<file path="config.mk">
export PLATFORM = sky130hd
export DESIGN_NAME = sys_irq_router
export DESIGN_NICKNAME = d
export VERILOG_FILES = /design/src/rtl/sirq_pkg.sv /design/src/rtl/sirq_status.sv /design/src/rtl/sirq_regs.sv /design/src/rtl/sirq_route.sv /design/src/rtl/sys_irq_router.sv
export SDC_FILE = /design/constraint.sdc
export NUM_CORES = 1
export LEC_CHECK = 0
export ABC_AREA = 1
export BUFFER_PORTS_ARGS = -buffer_cell sky130_fd_sc_hd__buf_2
export CORE_ASPECT_RATIO = 2
export CORE_MARGIN = 1
export CORE_UTILIZATION = 30
export DETAILED_ROUTE_END_ITERATION = 12
export PLACE_DENSITY = 0.47
export SYNTH_ARGS = -nofsm -noshare
export SYNTH_HDL_FRONTEND = slang
export SYNTH_SLANG_ARGS = --single-unit
</file>
<file path="constraint.sdc">
create_clock -name clk -period 6.87 [get_ports clk]
set_input_delay 1.374 -clock clk [delete_from_list [all_inputs] [get_ports clk]]
set_output_delay 1.374 -clock clk [all_outputs]
set_load 0.05 [all_outputs]
</file>
<file path="src/rtl/sirq_pkg.sv">
package sirq_pkg;
  localparam logic [1:0] SZ_HALF = 2'b01;
  localparam logic [1:0] SZ_WORD = 2'b10;
  localparam int PRIO_BASE = 7;
  // word indices of the register map
  localparam int W_SWRST  = 0;
  localparam int W_SYSCFG = 1;
  localparam int W_RVEC   = 2;
  localparam int W_MASK   = 3;
  localparam int W_ROUTE0 = 4;

  function automatic logic [31:0] route_reset(input int idx);
    case (idx)
      0: route_reset = 32'h2221_1000;
      1: route_reset = 32'h4333_3332;
      2: route_reset = 32'h5555_5444;
      3: route_reset = 32'h6665_5555;
      default: route_reset = 32'h0;
    endcase
  endfunction
endpackage

</file>
<file path="src/rtl/sirq_status.sv">
module sirq_status #(
  parameter int NUM_SRC = 32
) (
  input  logic               clk,
  input  logic               rst,
  input  logic [NUM_SRC-1:0] irq_i,
  output logic [NUM_SRC-1:0] status_o
);
  logic [NUM_SRC-1:0] status_q;

  always_ff @(posedge clk) begin
    if (rst) status_q <= '0;
    else     status_q <= irq_i;
  end

  assign status_o = status_q;
endmodule

</file>
<file path="src/rtl/sirq_regs.sv">
module sirq_regs
  import sirq_pkg::*;
#(
  parameter int DATA_W  = 32,
  parameter int FIELD_W = 4,
  parameter int ADDR_W  = 6
) (
  input  logic                          clk,
  input  logic                          rst,
  input  logic                          bus_valid,
  input  logic                          bus_write,
  input  logic [ADDR_W-1:0]             bus_addr,
  input  logic [1:0]                    bus_size,
  input  logic [DATA_W-1:0]             bus_wdata,
  input  logic [DATA_W-1:0]             status_i,
  output logic [DATA_W-1:0]             mask_o,
  output logic [DATA_W*FIELD_W-1:0]     route_o,
  output logic [DATA_W-1:0]             bus_rdata,
  output logic                          bus_err
);
  localparam int NUM_GRP  = FIELD_W;          // DATA_W sources, DATA_W/FIELD_W per register
  localparam int WORD_W   = ADDR_W - 2;
  localparam int HALF_W   = DATA_W / 2;
  localparam int W_STATUS = W_ROUTE0 + NUM_GRP;
  localparam int W_WAKE   = W_STATUS + 1;

  logic [WORD_W-1:0] word;
  logic              size_ok, is_half, wr_en, rd_en;
  logic [DATA_W-1:0] wval, rd_mux;
  logic [DATA_W-1:0] mask_q, wake_q, rdata_q;
  logic [DATA_W-1:0] route_q [NUM_GRP];
  logic              err_q;

  assign word    = bus_addr[ADDR_W-1:2];
  assign is_half = (bus_size == SZ_HALF);
  assign size_ok = is_half || (bus_size == SZ_WORD);
  assign wr_en   = bus_valid && bus_write && size_ok;
  assign rd_en   = bus_valid && !bus_write && size_ok;
  assign wval    = is_half ? {{HALF_W{1'b0}}, bus_wdata[HALF_W-1:0]} : bus_wdata;

  always_ff @(posedge clk) begin
    if (rst) begin
      mask_q <= '0;
      wake_q <= '1;
    end else if (wr_en) begin
      if (word == WORD_W'(W_MASK)) mask_q <= wval;
      if (word == WORD_W'(W_WAKE)) wake_q <= wval;
    end
  end

  for (genvar g = 0; g < NUM_GRP; g++) begin : g_route
    always_ff @(posedge clk) begin
      if (rst)
        route_q[g] <= DATA_W'(route_reset(g));
      else if (wr_en && word == WORD_W'(W_ROUTE0 + g))
        route_q[g] <= wval;
    end
    assign route_o[g*DATA_W +: DATA_W] = route_q[g];
  end

  always_comb begin
    rd_mux = '0;
    if (word == WORD_W'(W_MASK))   rd_mux = mask_q;
    if (word == WORD_W'(W_STATUS)) rd_mux = status_i;
    if (word == WORD_W'(W_WAKE))   rd_mux = wake_q;
    for (int g = 0; g < NUM_GRP; g++)
      if (word == WORD_W'(W_ROUTE0 + g)) rd_mux = route_q[g];
  end

  always_ff @(posedge clk) begin
    if (rst) begin
      rdata_q <= '0;
      err_q   <= 1'b0;
    end else begin
      err_q   <= bus_valid && !size_ok;
      if (rd_en)
        rdata_q <= is_half ? {{HALF_W{1'b0}}, rd_mux[HALF_W-1:0]} : rd_mux;
      else
        rdata_q <= '0;
    end
  end

  assign mask_o    = mask_q;
  assign bus_rdata = rdata_q;
  assign bus_err   = err_q;


  bad_size_hold_chk: assert property (@(posedge clk) disable iff (rst)
    (bus_valid && bus_size != SZ_HALF && bus_size != SZ_WORD)
      |=> ($stable(mask_q) && $stable(wake_q) && bus_err && bus_rdata == '0));


  reset_default_chk: assert property (@(posedge clk) disable iff (rst)
    $past(rst) |-> (mask_q == '0 && wake_q == '1 && route_q[0] == DATA_W'(route_reset(0))));


  sysreg_zero_chk: assert property (@(posedge clk) disable iff (rst)
    (bus_valid && !bus_write && (bus_size == SZ_HALF || bus_size == SZ_WORD)
      && bus_addr[ADDR_W-1:2] <= WORD_W'(W_RVEC)) |=> (bus_rdata == '0));
endmodule

</file>
<file path="src/rtl/sirq_route.sv">
module sirq_route #(
  parameter int NUM_SRC  = 32,
  parameter int FIELD_W  = 4,
  parameter int NUM_PRIO = 9
) (
  input  logic                        clk,
  input  logic                        rst,
  input  logic [NUM_SRC-1:0]          status_i,
  input  logic [NUM_SRC-1:0]          mask_i,
  input  logic [NUM_SRC*FIELD_W-1:0]  route_i,
  output logic [NUM_PRIO-1:0]         prio_o
);
  logic [NUM_SRC-1:0]  pend;
  logic [NUM_PRIO-1:0] hit, prio_q;

  assign pend = status_i & mask_i;

  for (genvar k = 0; k < NUM_PRIO; k++) begin : g_line
    logic [NUM_SRC-1:0] sel;
    for (genvar n = 0; n < NUM_SRC; n++) begin : g_src
      assign sel[n] = (route_i[n*FIELD_W +: FIELD_W] == FIELD_W'(k));
    end
    assign hit[k] = |(pend & sel);
  end

  always_ff @(posedge clk) begin
    if (rst) prio_q <= '0;
    else     prio_q <= hit;
  end

  assign prio_o = prio_q;


  no_pend_quiet_chk: assert property (@(posedge clk) disable iff (rst)
    (pend == '0) |=> (prio_q == '0));


  prio_count_chk: assert property (@(posedge clk) disable iff (rst)
    !$past(rst) |-> ($countones(prio_q) <= $countones($past(pend))));
endmodule

</file>
<file path="src/rtl/sys_irq_router.sv">
module sys_irq_router #(
  parameter int NUM_SRC  = 32,
  parameter int FIELD_W  = 4,
  parameter int NUM_PRIO = 9,
  parameter int ADDR_W   = 6
) (
  input  logic                clk,
  input  logic                rst,
  input  logic [NUM_SRC-1:0]  irq_in,
  input  logic                bus_valid,
  input  logic                bus_write,
  input  logic [ADDR_W-1:0]   bus_addr,
  input  logic [1:0]          bus_size,
  input  logic [NUM_SRC-1:0]  bus_wdata,
  output logic [NUM_SRC-1:0]  bus_rdata,
  output logic                bus_err,
  output logic [NUM_PRIO-1:0] prio_out
);
  logic [NUM_SRC-1:0]         status;
  logic [NUM_SRC-1:0]         mask;
  logic [NUM_SRC*FIELD_W-1:0] route;

  sirq_status #(.NUM_SRC(NUM_SRC)) u_status (
    .clk(clk), .rst(rst), .irq_i(irq_in), .status_o(status)
  );

  sirq_regs #(.DATA_W(NUM_SRC), .FIELD_W(FIELD_W), .ADDR_W(ADDR_W)) u_regs (
    .clk(clk), .rst(rst), .bus_valid(bus_valid), .bus_write(bus_write),
    .bus_addr(bus_addr), .bus_size(bus_size), .bus_wdata(bus_wdata),
    .status_i(status), .mask_o(mask), .route_o(route),
    .bus_rdata(bus_rdata), .bus_err(bus_err)
  );

  sirq_route #(.NUM_SRC(NUM_SRC), .FIELD_W(FIELD_W), .NUM_PRIO(NUM_PRIO)) u_route (
    .clk(clk), .rst(rst), .status_i(status), .mask_i(mask),
    .route_i(route), .prio_o(prio_out)
  );
endmodule

</file>
==> flow_results.org <==
** Floorplan
- The region available for standard cell placement spans 0.04736 mm2.
- The die covers 0.04876 mm2.
- Die width :: 156.6 um
- Die extent in y :: 311.3 um
- Top-Level Pins :: 118
- Row generation in the floorplan step produced 113 rows.
- Effective utilization at floorplan :: 30.29%

** Clocking
- Total of cells resized after clock tree synthesis :: 0
- Root Buffer Master :: sky130_fd_sc_hd__clkbuf_16
- Register clock-pin slew on the reported worst setup and hold paths :: 60 ps
- Buffers inserted by post-CTS timing repair :: 0
- TritonCTS created 26 clock buffers.
- The longest clock path from root to sink contains 3 buffers.
- Hold repair after CTS inserted 0 buffers.
- CTS tree :: done
- In this run the number of H-tree levels came out at 1.
- Clock network latency to the later pin of the worst-skew pair :: 580 ps
- Clock tree synthesis found a total of 266 sinks.

** Worst setup path
- The worst register-to-register path has a setup slack of 4740 ps.
- For the worst setup path, the data required time is 7350 ps.
- Ordered list of cells on the worst path :: buf_2 > inv_1 > nor2_1 > nand2_1 > buf_4 > nor2_1 > inv_2 > nand2_1 > o211ai_1
- Largest fanout on the critical path :: 64
- STA classifies the critical path startpoint as an input pin.
- The worst register-to-register path has a depth of 8.
- The endpoint identified for the worst register-to-register timing path is u_route.prio_o[3].
- In this design, the stage delay of the slowest critical-path cell is 830 ps.
- The slowest stage of the critical path belongs to the cell sky130_fd_sc_hd__inv_2.
- The worst setup path is captured at a register.
- Worst setup path class :: in2reg
- For the worst setup path, the data arrival time is 4650 ps.
- The startpoint identified for the worst register-to-register timing path is u_status.status_o[24].

** Final layout
- Relative to the synthesized area, the layout overhead comes to 14.78%.
- Leading cell type in the layout, fill and taps excluded :: sky130_fd_sc_hd__nand2_1
- 0 antenna diodes ended up in the layout.
- Leaving out filler cells and counting taps, the final layout contains 2866.
- Leading cell types in the layout, fill and taps excluded :: sky130_fd_sc_hd__nand2_1 (661), sky130_fd_sc_hd__nor2_1 (415), sky130_fd_sc_hd__inv_1 (259), sky130_fd_sc_hd__nand3_1 (208), sky130_fd_sc_hd__dfxtp_1 (138)
- Number of nets in the final layout :: 2291
- Once layout is done, the placed cells without fillers occupy 0.01647 mm2.
- After filler insertion, the fill cell instance count of the layout stands at 5179.
- Share of the core filled with cells :: 34.77%
- Cells with a size suffix above 1 make up 8.997% of the layout.

** STA
- Actual slew at the worst max-slew pin :: 1186 ps
- Setup slack closes at 2699 ps.
- Setup repair after global routing left no endpoint under its margin.
- Max-slew violation total from the final report :: 0
- The worst path in the final design needs a cycle of 4171 ps, including I/O delays and setup.
- Dividing the final minimum period by the clock period gives 60.72%.
- Max-slew headroom :: 20.65%
- TNS Setup :: 0 ps
- Worst Skew :: 21.12 ps
- Hold Fails Final Rpt :: 0
- Hold slack :: 470.1 ps
- Fmax :: 0.2397 GHz
- Setup violations remaining at the end of the flow were counted as 0.

** Synth
- Synthesis produced 2122 cells.
- The cell area that synthesis handed to floorplanning was 0.01435 mm2.
- Count of distinct cell types in the synthesized netlist :: 28
- In the post-synthesis netlist, the biggest area contributors are sky130_fd_sc_hd__edfxtp_1 (27%), sky130_fd_sc_hd__dfxtp_1 (19%), sky130_fd_sc_hd__nand2_1 (17%), sky130_fd_sc_hd__nor2_1 (11%), sky130_fd_sc_hd__nand3_1 (7.3%).
- Mean area per synthesized cell :: 6.761 um2
- After synthesis, flip-flops and latches occupy 46.05% of the total area.
- Count of synthesis-stage warnings from yosys :: 0
- Nets in the synthesized netlist :: 2199
- Share of Yosys cell area claimed by the top area cell type :: 26.79%
- Summed over all instances, the cell type with the most area after synthesis is sky130_fd_sc_hd__edfxtp_1.
- Seq cells post-synth :: 266

** Min path
- In this run the most critical hold path is launched from u_regs.wake_q[0].
- Hold-critical path depth :: 2
- For hold timing, the worst endpoint is u_regs.wake_q[0].
- Worst hold path type :: reg2reg

** Placed design
- The placed instances occupy a cell area of 0.01561 mm2.
- After legalization and detailed placement, the total HPWL measured 54.64 mm.
- Total instance count after detailed placement :: 2818
- Timing analysis after detailed placement gives a worst setup slack of 2107 ps.
- Routability-driven placement finished with a final weighted congestion of 1.039.
- The count of buffers added on input and output ports is 115.

** Global route
- Global-route wire length before repair :: 94.34 mm
- GR Util All Layers :: 27.79%
- Antenna violations before repair :: 0
- Number of global-route vias before repair :: 13871
- Total gr overflow :: 0
- Entering global routing, the biggest net connects 68 pins.

** Drt
- In the final routed layout, each cell accounts on average for 23.41 um.
- Routed wire length :: 67.09 mm
- For this run, design rule violations remaining after detail routing come to 0.
- Using the TritonRoute via totals, the vias-per-cell ratio works out to 4.977.
- Via total after detailed routing :: 14263
- Post-route ant nets :: 0
- Number of DRC violations after detailed-routing iteration 0 :: 1034
- Number of detailed-route iterations in the first pass :: 6

** Power
- VDD sags by at most 0.1733 mV.
- Summed over all cells, the static leakage comes to 8.436 nW.
- Power comes to 3.550 mW.
- In this run the power density over the cells is 215.6 mW/mm2.

** Run status
- Result of the run :: completed

** Run
- Count of max-cap constraint violations :: 0
## Yosys cell counts
library cell	n
sky130_fd_sc_hd__clkbuf_1	46
sky130_fd_sc_hd__or2_2	1
sky130_fd_sc_hd__o21ai_1	2
sky130_fd_sc_hd__nand4_1	18
sky130_fd_sc_hd__inv_2	8
sky130_fd_sc_hd__edfxtp_1	128
sky130_fd_sc_hd__o21ai_0	96
sky130_fd_sc_hd__nor2_1	417
sky130_fd_sc_hd__o31ai_1	6
sky130_fd_sc_hd__o211ai_1	32
sky130_fd_sc_hd__nand2_1	661
sky130_fd_sc_hd__inv_1	260
sky130_fd_sc_hd__buf_1	5
sky130_fd_sc_hd__nand3_1	208
sky130_fd_sc_hd__a211oi_1	1
sky130_fd_sc_hd__buf_6	1
sky130_fd_sc_hd__ha_1	1
sky130_fd_sc_hd__nor3_2	1
sky130_fd_sc_hd__clkinv_1	1
sky130_fd_sc_hd__nor2_2	3
sky130_fd_sc_hd__nand2_2	1
sky130_fd_sc_hd__a21oi_1	68
sky130_fd_sc_hd__buf_2	12
sky130_fd_sc_hd__nand3b_2	1
sky130_fd_sc_hd__nor2_4	2
sky130_fd_sc_hd__o2111ai_1	1
sky130_fd_sc_hd__dfxtp_1	138
sky130_fd_sc_hd__nor3_4	3
## worst max-delay path, delay by kind of cell
| kind | cells | cell delay [ps] |
|---|---|---|
| simple gates | 4 | 980 |
| buf+inv | 4 | 2090 |
| compound gates | 1 | 140 |
## routing by layer
layer,share of wire [%],wire [um],vias up,global-route usage [%]
li1,-,-,6892,-
met1,36,24200,6735,29.23
met2,52,34980,491,51.24
met3,4.3,2878,145,2.712
met4,7.5,5024,0,18.81
met5,0,0,-,0
## final cells by class
type                       instances  area [um2]  share of cell area, %
multi-input combinational       1523        6530                  39.65
clock buffer                      39       802.0                  4.870
inverter                         269        1010                  6.131
clock inverter                     9       56.30                 0.3419
tap                              632       790.8                  4.802
timing repair buffer             128       673.1                  4.088
sequential                       266        6606                  40.12
## flip-flops by register name, indices dropped and copies added, names as in the netlist
register           count
u_regs.route_q       128
u_regs.bus_rdata      32
u_regs.mask_o         32
u_regs.wake_q         32
u_status.status_o     32
u_route.prio_o         9
u_regs.bus_err         1
## cells by family (layout without fill, tap and decap cells)
family          after synthesis  after routing  share of synthesized area (%)
simple gates               1316           1316                          37.11
buf+inv                     333            445                          8.869
flops                       266            266                          46.05
compound gates              206            206                          7.892
fa+ha+maj                     1              1                        0.08719
## worst max-delay path by stage
| stage | start | to | slack (ps) | cells after the start |
|---|---|---|---|---|
| global placement | bus_addr[2] | u_regs.wake_q[4] | 2190 | 9 |
| global route | bus_addr[2] | u_regs.wake_q[0] | 2380 | 9 |
| detailed placement | bus_addr[2] | u_regs.wake_q[24] | 2110 | 9 |
| floorplan | bus_size[1] | u_regs.route_q[1][0] | 1960 | 4 |
| CTS | bus_addr[2] | u_regs.wake_q[24] | 2700 | 9 |
| finish | bus_addr[2] | u_regs.wake_q[27] | 2700 | 9 |
## where the power goes
group | total (mW) | internal (mW) | switching [mW]
Sequential | 1.79 | 1.72 | 0.0666
Clock | 1.47 | 0.811 | 0.661
Combinational | 0.293 | 0.0671 | 0.226
(Power assumes the default switching activity.)
